--- src/rtl/dbus_pkg.sv ---
package dbus_pkg;

    // source that drives the master's read data in the cycle after a read
    typedef enum logic [1:0] {
        RS_IDLE = 2'd0,
        RS_RAM  = 2'd1,
        RS_COP  = 2'd2,
        RS_ZERO = 2'd3
    } rsp_state_t;

    // one-cycle pulses: a read was accepted this cycle, by target
    typedef struct packed {
        logic ram;
        logic cop;
        logic none;
    } rd_accept_t;

endpackage

--- src/rtl/dbus_decode.sv ---
module dbus_decode
    import dbus_pkg::*;
#(
    parameter int unsigned ADDR_W    = 16,
    parameter int unsigned RAM_BYTES = 32768,
    parameter int unsigned CP_BASE   = 32'hA000,
    parameter int unsigned CP_WORDS  = 9,
    parameter int unsigned RAM_AW    = $clog2(RAM_BYTES / 4),
    parameter int unsigned CP_AW     = $clog2(CP_WORDS)
) (
    input  logic [ADDR_W-1:0] m_addr,
    input  logic              m_read,
    input  logic              m_write,
    input  logic              cp_waitreq,
    output logic [RAM_AW-1:0] ram_addr,
    output logic              ram_read,
    output logic              ram_write,
    output logic [CP_AW-1:0]  cp_addr,
    output logic              cp_read,
    output logic              cp_write,
    output logic              m_waitreq,
    output rd_accept_t        rd_acc
);

    localparam int unsigned CP_END = CP_BASE + CP_WORDS * 4;

    logic [31:0] addr32;
    logic [31:0] cp_off;
    logic        hit_ram;
    logic        hit_cp;

    always_comb begin
        addr32  = 32'(m_addr);
        cp_off  = (addr32 - CP_BASE) >> 2;
        hit_ram = (addr32 < RAM_BYTES);
        hit_cp  = (addr32 >= CP_BASE) && (addr32 < CP_END);
    end

    always_comb begin
        ram_addr  = m_addr[RAM_AW+1:2];
        cp_addr   = cp_off[CP_AW-1:0];
        ram_read  = hit_ram && m_read;
        ram_write = hit_ram && m_write;
        cp_read   = hit_cp && m_read;
        cp_write  = hit_cp && m_write;
        // only the coprocessor may stall, and only while it is addressed
        m_waitreq = hit_cp && (m_read || m_write) && cp_waitreq;
        rd_acc.ram  = hit_ram && m_read;
        rd_acc.cop  = hit_cp && m_read && !cp_waitreq;
        rd_acc.none = m_read && !hit_ram && !hit_cp;
    end

endmodule

--- src/rtl/dbus_rsp.sv ---
module dbus_rsp
    import dbus_pkg::*;
#(
    parameter int unsigned DATA_W = 32
) (
    input  logic              clk,
    input  logic              rst,
    input  rd_accept_t        rd_acc,
    input  logic [DATA_W-1:0] ram_rdata,
    input  logic [DATA_W-1:0] cp_rdata,
    output logic [DATA_W-1:0] m_rdata
);

    rsp_state_t        state_q;
    rsp_state_t        state_d;
    logic [DATA_W-1:0] cp_hold_q;

    // next state: chosen from the read accepted in this cycle
    always_comb begin
        state_d = RS_IDLE;                    // T_NO_READ
        if (rd_acc.ram)       state_d = RS_RAM;   // T_ACC_RAM
        else if (rd_acc.cop)  state_d = RS_COP;   // T_ACC_COP
        else if (rd_acc.none) state_d = RS_ZERO;  // T_ACC_NONE
    end

    always_ff @(posedge clk) begin
        if (rst) begin
            state_q   <= RS_IDLE;
            cp_hold_q <= '0;
        end else begin
            state_q <= state_d;
            if (rd_acc.cop) cp_hold_q <= cp_rdata;
        end
    end

    always_comb begin
        unique case (state_q)
            RS_IDLE: m_rdata = '0;
            RS_RAM:  m_rdata = ram_rdata;
            RS_COP:  m_rdata = cp_hold_q;
            RS_ZERO: m_rdata = '0;
            default: m_rdata = '0;
        endcase
    end

    AST_RAM_RETURN: assert property (@(posedge clk) disable iff (rst)
        rd_acc.ram |=> (m_rdata == ram_rdata));

    AST_COP_RETURN: assert property (@(posedge clk) disable iff (rst)
        rd_acc.cop |=> (m_rdata == $past(cp_rdata)));

    AST_UNMAPPED_ZERO: assert property (@(posedge clk) disable iff (rst)
        rd_acc.none |=> (m_rdata == '0));

    AST_IDLE_ZERO: assert property (@(posedge clk) disable iff (rst)
        !(rd_acc.ram || rd_acc.cop || rd_acc.none) |=> (m_rdata == '0));

endmodule

--- src/rtl/dbus_fabric.sv ---
module dbus_fabric
    import dbus_pkg::*;
#(
    parameter int unsigned ADDR_W    = 16,
    parameter int unsigned DATA_W    = 32,
    parameter int unsigned RAM_BYTES = 32768,
    parameter int unsigned CP_BASE   = 32'hA000,
    parameter int unsigned CP_WORDS  = 9,
    parameter int unsigned BE_W      = DATA_W / 8,
    parameter int unsigned RAM_AW    = $clog2(RAM_BYTES / 4),
    parameter int unsigned CP_AW     = $clog2(CP_WORDS)
) (
    input  logic              clk,
    input  logic              rst,
    input  logic [ADDR_W-1:0] m_addr,
    input  logic              m_read,
    input  logic              m_write,
    input  logic [DATA_W-1:0] m_wdata,
    input  logic [BE_W-1:0]   m_be,
    output logic [DATA_W-1:0] m_rdata,
    output logic              m_waitreq,
    output logic [RAM_AW-1:0] ram_addr,
    output logic              ram_read,
    output logic              ram_write,
    output logic [DATA_W-1:0] ram_wdata,
    output logic [BE_W-1:0]   ram_be,
    input  logic [DATA_W-1:0] ram_rdata,
    output logic [CP_AW-1:0]  cp_addr,
    output logic              cp_read,
    output logic              cp_write,
    output logic [DATA_W-1:0] cp_wdata,
    output logic [BE_W-1:0]   cp_be,
    input  logic [DATA_W-1:0] cp_rdata,
    input  logic              cp_waitreq
);

    rd_accept_t rd_acc;

    assign ram_wdata = m_wdata;
    assign ram_be    = m_be;
    assign cp_wdata  = m_wdata;
    assign cp_be     = m_be;

    dbus_decode #(
        .ADDR_W    (ADDR_W),
        .RAM_BYTES (RAM_BYTES),
        .CP_BASE   (CP_BASE),
        .CP_WORDS  (CP_WORDS),
        .RAM_AW    (RAM_AW),
        .CP_AW     (CP_AW)
    ) u_decode (
        .m_addr     (m_addr),
        .m_read     (m_read),
        .m_write    (m_write),
        .cp_waitreq (cp_waitreq),
        .ram_addr   (ram_addr),
        .ram_read   (ram_read),
        .ram_write  (ram_write),
        .cp_addr    (cp_addr),
        .cp_read    (cp_read),
        .cp_write   (cp_write),
        .m_waitreq  (m_waitreq),
        .rd_acc     (rd_acc)
    );

    dbus_rsp #(
        .DATA_W (DATA_W)
    ) u_rsp (
        .clk       (clk),
        .rst       (rst),
        .rd_acc    (rd_acc),
        .ram_rdata (ram_rdata),
        .cp_rdata  (cp_rdata),
        .m_rdata   (m_rdata)
    );

    AST_RAM_NO_STALL: assert property (@(posedge clk) disable iff (rst)
        (ram_read || ram_write) |-> !m_waitreq);

    AST_ONE_TARGET: assert property (@(posedge clk) disable iff (rst)
        !(m_read && m_write) |-> $onehot0({ram_read, ram_write, cp_read, cp_write}));

    AST_IDLE_QUIET: assert property (@(posedge clk) disable iff (rst)
        !(m_read || m_write) |-> !(ram_read || ram_write || cp_read || cp_write || m_waitreq));

    AST_STALL_HOLDS: assert property (@(posedge clk) disable iff (rst)
        (m_waitreq && m_read) ##1 (m_read && $stable(m_addr)) |-> cp_read);

endmodule

--- config.mk ---
export PLATFORM = sky130hd
export DESIGN_NAME = dbus_fabric
export DESIGN_NICKNAME = d
export VERILOG_FILES = /design/src/rtl/dbus_pkg.sv /design/src/rtl/dbus_decode.sv /design/src/rtl/dbus_rsp.sv /design/src/rtl/dbus_fabric.sv
export SDC_FILE = /design/constraint.sdc
export NUM_CORES = 1
export LEC_CHECK = 0
export CAP_MARGIN = 30
export CORE_AREA = 2 2 95 97
export CTS_CLUSTER_DIAMETER = 200
export DETAILED_ROUTE_END_ITERATION = 10
export DIE_AREA = 0 0 97 99
export PLACE_DENSITY = 0.81
export SLEW_MARGIN = 20
export SYNTH_ARGS = -nofsm -noshare
export SYNTH_HDL_FRONTEND = slang
export SYNTH_SLANG_ARGS = --single-unit
--- constraint.sdc ---
create_clock -name clk -period 3.2 [get_ports clk]
set_clock_uncertainty 0.05 [all_clocks]
set_input_delay 0.64 -clock clk [delete_from_list [all_inputs] [get_ports clk]]
set_output_delay 0.64 -clock clk [all_outputs]
set_load 0.005 [all_outputs]
== Word level (Yosys, flattened, before mapping) ==
Index checks and enable logic that the tools add are counted.
Storage, ports and cells
  bits of input ports: 121
  flip-flop bits (word level): 34
Cells by class
  magnitude comparators: 3
  eq/ne operators: 3
  reduce and logical (&&, ||, !) cells: 17
  add/sub/neg operators: 1
  mux-type cells: 4
Operators with widths (number)
  $pmux W32 S3: 1
  $lt A16 B16 Y1 const B: 2
  $ge A16 B16 Y1 const B: 1
  $logic_and A1 B1 Y1: 10
  $sub A6 B1 Y6 const B: 1
  $eq A2 B2 Y1 const B: 2
  $mux W2: 2
  $reduce_or A2 Y1: 2
  $logic_not A1 Y1: 3
  $eq A2 B1 Y1 const B: 1
  $logic_not A2 Y1: 1
  $logic_or A1 B1 Y1: 1
  $mux W1: 1

== Longest topological paths before layout ==
Gate-level depths: netlist of the first run.
  depth after elaboration: 7
  mapped depth: 6
  mapped depth without buffers: 4

== By module ==
Synthesis of the first run repeated with hierarchy kept, for this count alone.
Second synthesis, totals
  cells, all modules: 256
  area, all modules: 2334.7 um2
Modules (own cells, without submodules)
  dbus_rsp: sequential area each 680.7 um2, times used 1, area each 1569.0 um2, cells an instance 153
  dbus_fabric: sequential area each 0.0 um2, times used 1, area each 540.5 um2, cells an instance 72
  dbus_decode: sequential area each 0.0 um2, times used 1, area each 225.2 um2, cells an instance 31

== Worst setup path after synthesis of the first run ==
Ideal clock, no wire load.
  path kind: input-to-output
  start: in m_addr[9]
  end: out m_waitreq
  data arrival time: 1587 ps
  stages: 5
  slack: 923 ps
  path buffers: 2
  data required time: 2510 ps
  cells stage by stage: nor4_1 -> nand4_1 -> buf_2 -> buf_2 -> a211oi_1
Between the ends
  longest elaborated chain between the ends: 4
  elaborated cells between the ends (all ways): 5
  those cells by class: order compare: 2; reduce/logical: 3
Ends and longest elaborated chain
  from (decl): RTL line dbus_fabric.sv:15  | input logic [ADDR_W-1:0] m_addr,
  $ge A16 B16 Y1 or $lt A16 B16 Y1 (tied branches): RTL line dbus_decode.sv:36  | hit_cp = (addr32 >= CP_BASE) && (addr32 < CP_END);
  $logic_and A1 B1 Y1 (*): RTL line dbus_decode.sv:36
  $logic_and A1 B1 Y1 (*) (2 in a row): RTL line dbus_decode.sv:47  | m_waitreq = hit_cp && (m_read || m_write) && cp_waitreq;
  to (decl): RTL line dbus_fabric.sv:21  | output logic m_waitreq,
Every way passes the cells marked *; elsewhere a longest branch is shown, timed or not.

== Worst setup path in the final report of the first run ==
  start: in m_addr[12]
  end: out cp_read
Between the ends
  longest elaborated chain between the ends: 3
  elaborated cells between the ends (all ways): 4
  those cells by class: order compare: 2; reduce/logical: 2
Ends and longest elaborated chain
  $ge A16 B16 Y1 or $lt A16 B16 Y1 (tied branches): RTL line dbus_decode.sv:36
  $logic_and A1 B1 Y1 (*): RTL line dbus_decode.sv:36
  $logic_and A1 B1 Y1 (*): RTL line dbus_decode.sv:44  | cp_read = hit_cp && m_read;
  to (decl): RTL line dbus_fabric.sv:29  | output logic cp_read,
Marks and branches as above.

==> reports/qor.txt, run 1 <==
area of the multi-input gates -> 1110 µm²
Setup violations, final -> 0
Clock transition at path regs -> 0.07 ns
die area -> 9600 µm²
critical path type -> in -> out
final RePlAce weighted congestion -> 0.769
H-tree levels -> 2
Min-Delay Path Class -> reg -> reg
CTS root buffer -> clkbuf_8
WL/cell -> 14.3 µm
site row count -> 34
initial antenna violation count -> 0
TritonCTS clock tree -> built
area delta synth->final -> 33.7%
fin. max-slew vios -> 0
Max VDD drop -> 143 µV
Synth Instances -> 329
wire length on met1 -> 2780 µm
via/cell ratio -> 4.68
Fillers -> 866
worst-case clock buffer depth -> 2
RSZ-0062 raised after global routing -> no
Post-DRT Antenna Nets -> 0
aggregate global-route resource usage -> 13.5%
met3 wire length -> 524 µm
crit path DAT -> 2.37 ns
Die X -> 97 µm
Leak -> 1.26 nW
max-cap viol count -> 0
hold buffer count at CTS -> 0
worst rel slew slack -> 75.0%
Fmax -> 327 MHz
Tmin final -> 3.06 ns
CTS Buf Count -> 5
initial drt markers -> 55
Post-synth top flop -> dfxtp_1
Final Hold Violating Endpoints -> 0
final HPWL from detailed placement -> 4770 µm
CP required -> 2.51 ns
Area contributors post-synth -> dfxtp_1 (26%), buf_4 (26%), a22o_1 (11%)
Syn Area/Cell -> 7.88 µm²
final wirelength -> 6780 µm
fin crit share -> 95.7%
largest net degree at the start of global routing -> 67
status -> finished, final reports clean
register area share after synthesis -> 26.3%
met2 wire len -> 3400 µm
Antenna diodes -> 0
register bit total from synthesis -> 34
core area -> 8550 µm²
Commonest cells post-synth -> buf_4 (89), nor2b_1 (35), dfxtp_1 (34), o21ai_0 (34)
highest routed metal layer -> met4
Synth cell types -> 21
nature of the critical path endpoint -> output port
Startpoint Class -> primary input
Critical Path Fanout Max -> 20
PwrDens -> 288 nW/µm²
post-CTS setup buffer count -> 0
Skew-Pair Late Insertion Delay -> 0.28 ns
clk sinks -> 34
TritonRoute pass-1 iters -> 4
Ys Warns -> 0
largest area contributor in the synthesized netlist -> dfxtp_1
vias in the first global route -> 2300
Post-synth EDFFs -> 0
via count -> 2224
syn_nets -> 450
Nets -> 487
Core Util, Final -> 40.5%
starting density of the core -> 30.3%
Top-Level Pins -> 247
Die H -> 99 µm
global-route wire length before repair -> 10800 µm
total grt overflow -> 0
post_cts resized -> 0
DRC Markers -> 0
Port Buffers -> 136
share of layout cells above drive strength 1 -> 5.45%
async set or reset register ratio after synthesis -> 0%
Worst Tran Pin Value -> 0.375 ns
most common cell in the netlist -> buf_4
Sum Neg Setup Slack -> 0 ns
Reg area -> 681 µm²
top cell type's share of synthesized area -> 26.3%
Cell Area, Synth -> 2590 µm²
## stage by stage
stage / power (mW) / hold WS (ns) / std cells / setup slack [ns] / area [µm²]
floorplan: 0.584 / 0.501 / 329 / 0.923 / 2590
global placement: 0.667 / 0.510 / 466 / 0.0743 / 3350
detailed placement: 0.669 / 0.517 / 466 / 0.0585 / 3350
CTS: 1.01 / 0.531 / 474 / 0.0609 / 3440
global route: 1.06 / 0.560 / 475 / 0.000917 / 3470
finish: 0.998 / 0.526 / 475 / 0.138 / 3470
## worst paths after layout
check | from | endpoint | slack, ns | cells past startpoint
hold reg to reg | u_rsp.cp_hold_q[9]$_SDFFE_PP0P_ | u_rsp.cp_hold_q[9]$_SDFFE_PP0P_ | 0.53 | 3
setup / recovery | m_addr[12] | cp_read | 0.14 | 6
hold / removal | u_rsp.cp_hold_q[9]$_SDFFE_PP0P_ | u_rsp.cp_hold_q[9]$_SDFFE_PP0P_ | 0.53 | 3
setup reg to reg | u_rsp.cp_hold_q[4]$_SDFFE_PP0P_ | u_rsp.cp_hold_q[4]$_SDFFE_PP0P_ | 2.40 | 3
## sequential cells by signal, summed over array words and instances, names as in the netlist
| signal | cells |
|---|---|
| u_rsp.state_q | 2 |
| u_rsp.cp_hold_q | 32 |
## critical path, stage by stage
cell and delay, ns:
clkdlybuf4s50_1 0.43, nor4b_2 0.29, nand4_1 0.18, buf_6 0.21, nor2_1 0.10, clkdlybuf4s50_1 0.51
## cells in the final DEF (no fill, tap or decap)
| cell | n |
|---|---|
| clkdlybuf4s50_1 | 135 |
| o21ai_0 | 34 |
| dfxtp_1 | 34 |
| nor2b_1 | 33 |
| a22o_1 | 32 |
| nand2b_1 | 32 |
| o21ai_1 | 30 |
| clkbuf_8 | 6 |
| buf_4 | 6 |
| nor2_1 | 5 |
| inv_1 | 4 |
| nor2b_2 | 2 |
| nor4_1 | 2 |
| nor4b_2 | 1 |
| o31ai_1 | 1 |
| nand4_1 | 1 |
| a211oi_1 | 1 |
| nand2_1 | 1 |
| or2_4 | 1 |
| nor3b_1 | 1 |
| clkbuf_1 | 1 |
| clkinv_2 | 1 |
| buf_2 | 1 |
| buf_12 | 1 |
| buf_6 | 1 |
## per-layer routing
| layer | vias up | global-route usage [%] |
|---|---|---|
| met5 | - | 0 |
| met4 | 0 | 3.79 |
| met3 | 12 | 4.82 |
| met2 | 106 | 24.3 |
| met1 | 1016 | 15.1 |
| li1 | 1090 | - |
## final cells by class
type	instances	share of cell area, %
repair buffers	144	41.3
multi-input cells	177	32.1
flip-flops and latches	34	19.6
well taps	108	3.90
clock buffers	7	2.49
inverters	4	0.433
clock inverters	1	0.144
## power breakdown
group	switching, mW	total (mW)	internal, mW	leakage [nW]
combinational	0.0753	0.236	0.161	0.938
clock	0.163	0.337	0.174	0.0482
sequential	0.000648	0.425	0.424	0.274
## kinds of logic (layout without fill, tap and decap cells)
family / Yosys count / after routing / synth area share, %
AOI/OAI and AO/OA: 98 / 98 / 23.7
DFF: 34 / 34 / 26.3
and+or+nand+nor: 79 / 79 / 19.0
buffers and inverters: 118 / 156 / 31.0
Power figures use the tool's default switching activity.
==> run 2: changes to the inputs <==
- CAP_MARGIN: 30 -> 10
- SKIP_LAST_GASP: default -> 1
- clock period: 3.2 -> 3.68 ns (I/O delays scaled with it)
==> run 2 against run 1 <==
First-iteration DRC count is 20% lower. Via count is 1.3% lower. Critical path type unchanged. Largest cell class unchanged. Non-clock buffer count is 2 lower. Power is 16% lower. Wire length is 1.8% lower. Flip-flop and latch count stayed put. Die area stayed put.
==> reports/qor.txt, run 2 (synthesis gave the netlist of run 1 again) <==
Fillers -> 872 (+0.69%)
aggregate global-route resource usage -> 13.5% (-0.031 points)
share of layout cells above drive strength 1 -> 4.95% (-0.50 points)
Die X -> 97 µm (unchanged)
Total Power -> 0.834 mW (-16%)
Max VDD drop -> 134 µV (-5.8%)
r2r worst-path depth -> 3 (unchanged)
H-tree levels -> 2 (unchanged)
Placed Cells incl. Taps -> 465 (-0.21%)
placed cell areas -> 3340 µm² (-0.22%)
Top Registers -> u_rsp.cp_hold_q: 32 flops, u_rsp.state_q: 2 flops
Die H -> 99 µm (unchanged)
DRC Markers -> 0 (unchanged)
max-cap viol count -> 0 (unchanged)
Startpoint Class -> primary input
via count -> 2196 (-1.3%)
Hold WS -> 0.525 ns (-0.00128 ns)
via/cell ratio -> 4.65 (-0.63%)
Net Switching -> 0.200 mW (-16%)
post-CTS setup buffer count -> 0 (unchanged)
r2r setup slk -> 2.87 ns (+0.47 ns)
CP endpoint -> m_waitreq
initial drt markers -> 44 (-20%)
total grt overflow -> 0 (unchanged)
Post-Place Worst Slack -> 0.329 ns (+0.271 ns)
FF-to-FF Start -> u_rsp.cp_hold_q[15]$_SDFFE_PP0P_
Antenna diodes -> 0 (unchanged)
Combinational Power Share -> 24.5% (+0.8 points)
global-route wire length before repair -> 10800 µm (-0.31%)
number of flip-flops under the largest register name -> 32 (unchanged)
WL/cell -> 14.1 µm (-1.2%)
Critical Path Source -> m_addr[12]
fin. max-slew vios -> 0 (unchanged)
Min-Delay Path Class -> reg -> reg
final wirelength -> 6660 µm (-1.8%)
Sum Neg Setup Slack -> 0 ns (unchanged)
Top-Level Pins -> 247 (unchanged)
initial antenna violation count -> 0 (unchanged)
final HPWL from detailed placement -> 4710 µm (-1.4%)
core area -> 8550 µm² (unchanged)
CP required -> 2.89 ns (+0.38 ns)
Port Buffers -> 136 (unchanged)
largest register by flop count -> u_rsp.cp_hold_q
area delta synth->final -> 32.0%
Fmax -> 299 MHz
Post-DRT Antenna Nets -> 0 (unchanged)
Final Hold Violating Endpoints -> 0 (unchanged)
TritonRoute pass-1 iters -> 4 (unchanged)
largest net degree at the start of global routing -> 67 (unchanged)
Finished Cell Area -> 3420 µm² (-1.3%)
Nets -> 485 (-0.41%)
Setup violations, final -> 0 (unchanged)
Critical Path Fanout Max -> 4 (-80%)
clk sinks -> 34 (unchanged)
clock power share -> 31.3% (-2.4 points)
RSZ-0062 raised after global routing -> no
post_cts resized -> 0 (unchanged)
crit path DAT -> 2.56 ns (+0.19 ns)
Skew-Pair Late Insertion Delay -> 0.28 ns (about the same)
TritonCTS clock tree -> built
nature of the critical path endpoint -> output port
critical path type -> in -> out
worst-case clock buffer depth -> 2 (unchanged)
Leak -> 1.24 nW (-1.6%)
PwrDens -> 244 nW/µm² (-15%)
fin crit share -> 91.0%
starting density of the core -> 30.3% (unchanged)
site row count -> 34 (unchanged)
sw frac -> 24.0% (+0.093 points)
final std cells w/o fill -> 472 (-0.63%)
leading cell type in the layout, fill and taps excluded -> clkdlybuf4s50_1
internal power -> 0.634 mW (-16%)
die area -> 9600 µm² (unchanged)
reg2reg end -> u_rsp.cp_hold_q[15]$_SDFFE_PP0P_
final RePlAce weighted congestion -> 0.726 (-5.5%)
CTS root buffer -> clkbuf_8
Core Util, Final -> 40.0% (-0.51 points)
CTS Buf Count -> 5 (unchanged)
worst rel slew slack -> 33.7% (-41 points)
hold buffer count at CTS -> 0 (unchanged)
Worst Tran Pin Value -> 0.995 ns (+0.620 ns)
Clock transition at path regs -> 0.06 ns (about the same)
vias in the first global route -> 2266 (-1.5%)
commonest cells after routing, fill and taps aside -> clkdlybuf4s50_1 (135), o21ai_0 (34), dfxtp_1 (34)
Seq pwr share -> 44.3% (+1.7 points)
status -> finished, final reports clean
Final WS setup -> 0.331 ns (+0.194 ns)
Tmin final -> 3.35 ns
-- run 2: cell types whose count changed in the layout (fill, tap and decap cells not counted) --
cell      change
buf_6         -1
buf_12        -1
clkbuf_1      -1
clkbuf_8      -1
clkinv_2      +1
-- run 2: layout make-up --
cell class	instances	area, µm²	share of cell area, %
inverters	4	15.0	0.439
clock inverters	2	10.0	0.292
repair buffers	142	1400	40.9
multi-input cells	177	1110	32.5
well taps	108	135	3.95
flip-flops and latches	34	681	19.9
clock buffers	5	68.8	2.01
-- run 2: worst min path at each step --
stage / from / to / depth (start not counted) / slack [ns]
after CTS: u_rsp.cp_hold_q[2]$_SDFFE_PP0P_ / u_rsp.cp_hold_q[2]$_SDFFE_PP0P_ / 3 / 0.53
after global routing: u_rsp.cp_hold_q[19]$_SDFFE_PP0P_ / u_rsp.cp_hold_q[19]$_SDFFE_PP0P_ / 3 / 0.56
after global placement: u_rsp.cp_hold_q[0]$_SDFFE_PP0P_ / u_rsp.cp_hold_q[0]$_SDFFE_PP0P_ / 3 / 0.51
final: u_rsp.cp_hold_q[2]$_SDFFE_PP0P_ / u_rsp.cp_hold_q[2]$_SDFFE_PP0P_ / 3 / 0.53
after detailed placement: u_rsp.cp_hold_q[2]$_SDFFE_PP0P_ / u_rsp.cp_hold_q[2]$_SDFFE_PP0P_ / 3 / 0.52
after floorplan: u_rsp.cp_hold_q[0]$_SDFFE_PP0P_ / u_rsp.cp_hold_q[0]$_SDFFE_PP0P_ / 3 / 0.50
-- run 2: worst max-delay path, stage by stage --
cell and delay [ns]:
clkdlybuf4s50_1 0.43, nor4b_2 0.32, nand4_1 0.23, a211oi_1 0.30
clkdlybuf4s50_1 0.55
-- run 2: power groups by stage --
| stage | registers [mW] | clock network (mW) | logic (mW) |
|---|---|---|---|
| floorplan | 0.378 | 0 | 0.130 |
| global placement | 0.378 | 0 | 0.202 |
| detailed placement | 0.378 | 0 | 0.205 |
| CTS | 0.369 | 0.279 | 0.206 |
| global route | 0.369 | 0.292 | 0.220 |
| finish | 0.369 | 0.261 | 0.204 |
-- run 2: per-layer routing --
layer / track usage (%) / vias to the layer above / routed length [µm]
li1: - / 1086 / -
met1: 14.8 / 995 / 2800
met3: 5.25 / 11 / 551
met4: 3.90 / 0 / 85
met5: 0 / - / 0
met2: 24.1 / 104 / 3220
==> run 3: changes to the inputs <==
- MAX_ROUTING_LAYER: default -> met4
==> run 3 against run 2 <==
Count of clock-buffer cells in the layout unchanged. Highest routed layer unchanged. Largest cell class unchanged. Final area unchanged. Cell count unchanged.
==> reports/qor.txt, run 3 (synthesis gave the netlist of run 1 again) <==
status -> finished, final reports clean
via/cell ratio -> 4.66 (+0.14%)
placed cell areas -> 3340 µm² (unchanged)
critical path type -> in -> out
Post-DRT Antenna Nets -> 0 (unchanged)
clk sinks -> 34 (unchanged)
Min-Delay Path Class -> reg -> reg
crit path DAT -> 2.56 ns (about the same)
total grt overflow -> 0 (unchanged)
fin. max-slew vios -> 0 (unchanged)
max-cap viol count -> 0 (unchanged)
Finished Cell Area -> 3420 µm² (unchanged)
global-route wire length before repair -> 10800 µm (unchanged)
TritonCTS clock tree -> built
final HPWL from detailed placement -> 4710 µm (unchanged)
RSZ-0062 raised after global routing -> no
Setup violations, final -> 0 (unchanged)
CTS Buf Count -> 5 (unchanged)
Critical Path Fanout Max -> 4 (unchanged)
CTS root buffer -> clkbuf_8
CP required -> 2.89 ns (about the same)
Antenna diodes -> 0 (unchanged)
Nets -> 485 (unchanged)
WL/cell -> 14.1 µm (about the same)
hold buffer count at CTS -> 0 (unchanged)
CP most frequent cell -> clkdlybuf4s50_1
Final Hold Violating Endpoints -> 0 (unchanged)
final wirelength -> 6660 µm (about the same)
post_cts resized -> 0 (unchanged)
final RePlAce weighted congestion -> 0.735 (+1.2%)
Top Registers -> u_rsp.cp_hold_q: 32 flops, u_rsp.state_q: 2 flops
Hold WS -> 0.525 ns (unchanged)
site row count -> 34 (unchanged)
largest register by flop count -> u_rsp.cp_hold_q
Die H -> 99 µm (unchanged)
Leak -> 1.24 nW (unchanged)
Worst Tran Pin Value -> 0.999 ns (+0.00413 ns)
Clock transition at path regs -> 0.06 ns (about the same)
area delta synth->final -> 32.0% (unchanged)
share of layout cells above drive strength 1 -> 4.95% (unchanged)
Max VDD drop -> 135 µV (+0.12%)
Skew-Pair Late Insertion Delay -> 0.28 ns (about the same)
Total Power -> 0.835 mW (about the same)
Max stage delay on crit path -> 0.55 ns (about the same)
worst-case clock buffer depth -> 2 (unchanged)
core area -> 8550 µm² (unchanged)
number of flip-flops under the largest register name -> 32 (unchanged)
cells along the critical path -> clkdlybuf4s50_1 > nor4b_2 > nand4_1 > a211oi_1 > clkdlybuf4s50_1
Worst path top cell family by delay -> buffers and inverters
worst rel slew slack -> 33.4% (-0.27 points)
via count -> 2199 (+0.14%)
leading cell type in the layout, fill and taps excluded -> clkdlybuf4s50_1
Tmin final -> 3.35 ns (+0.0000460 ns)
initial antenna violation count -> 0 (unchanged)
Die X -> 97 µm (unchanged)
DRC Markers -> 0 (unchanged)
commonest cells after routing, fill and taps aside -> clkdlybuf4s50_1 (135), o21ai_0 (34), dfxtp_1 (34)
starting density of the core -> 30.3% (unchanged)
fin crit share -> 91.0% (about the same)
die area -> 9600 µm² (unchanged)
Startpoint Class -> primary input
Final WS setup -> 0.331 ns (-0.0000460 ns)
initial drt markers -> 51 (+16%)
PwrDens -> 244 nW/µm² (about the same)
WP buf/inv -> 2 (unchanged)
Crit-path slowest cell -> clkdlybuf4s50_1
largest net degree at the start of global routing -> 67 (unchanged)
post-CTS setup buffer count -> 0 (unchanged)
Fmax -> 299 MHz (about the same)
H-tree levels -> 2 (unchanged)
aggregate global-route resource usage -> 13.9% (+0.40 points)
Port Buffers -> 136 (unchanged)
nature of the critical path endpoint -> output port
TritonRoute pass-1 iters -> 4 (unchanged)
vias in the first global route -> 2266 (unchanged)
Sum Neg Setup Slack -> 0 ns (unchanged)
Top-Level Pins -> 247 (unchanged)
Post-Place Worst Slack -> 0.329 ns (unchanged)
-- run 3: cell counts in the layout (fill, tap and decap cells not counted) --
No cell type changed its count.
-- run 3: per-layer routing --
layer	wire, µm	global-route usage, %	part of all wire (%)	vias up
met3	512	4.61	7.7	11
met2	3220	24.1	48	106
li1	-	-	-	1086
met4	85	3.90	1.3	0
met1	2850	15.2	43	996
met5	0	-	0	-
-- run 3: path summary, 6_finish.rpt --
check / start / slack, ns / to / cells after the start
hold reg to reg: u_rsp.cp_hold_q[2]$_SDFFE_PP0P_ / 0.53 / u_rsp.cp_hold_q[2]$_SDFFE_PP0P_ / 3
hold / removal: u_rsp.cp_hold_q[2]$_SDFFE_PP0P_ / 0.53 / u_rsp.cp_hold_q[2]$_SDFFE_PP0P_ / 3
setup / recovery: m_addr[12] / 0.33 / m_waitreq / 5
setup reg to reg: u_rsp.cp_hold_q[15]$_SDFFE_PP0P_ / 2.87 / u_rsp.cp_hold_q[15]$_SDFFE_PP0P_ / 3
-- run 3: area by class of cell --
| type | count | area, µm² |
|---|---|---|
| Fill cell | 872 | 5130 |
| Timing Repair Buffer | 142 | 1400 |
| Multi-Input combinational cell | 177 | 1110 |
| Sequential cell | 34 | 681 |
| Tap cell | 108 | 135 |
| Clock buffer | 5 | 68.8 |
| Inverter | 4 | 15.0 |
| Clock inverter | 2 | 10.0 |
-- run 3: where the power goes --
| part | total [mW] | internal, mW | switching (mW) |
|---|---|---|---|
| registers | 0.369 | 0.369 | 0.000572 |
| logic | 0.204 | 0.138 | 0.0659 |
| clock network | 0.261 | 0.127 | 0.134 |
-- run 3: per-stage QoR --
stage          cells  util, %
2_1_floorplan    329        -
3_3_place_gp     465     39.1
3_5_place_dp     465     39.1
4_1_cts          472     40.0
5_1_grt          472     40.0
6_report         472     40.0
-- run 3: worst reg2reg max path: stages (launching register included) --
cell	delay, ns
dfxtp_1	0.32
nor2b_1	0.12
o21ai_0	0.11
o21ai_1	0.09
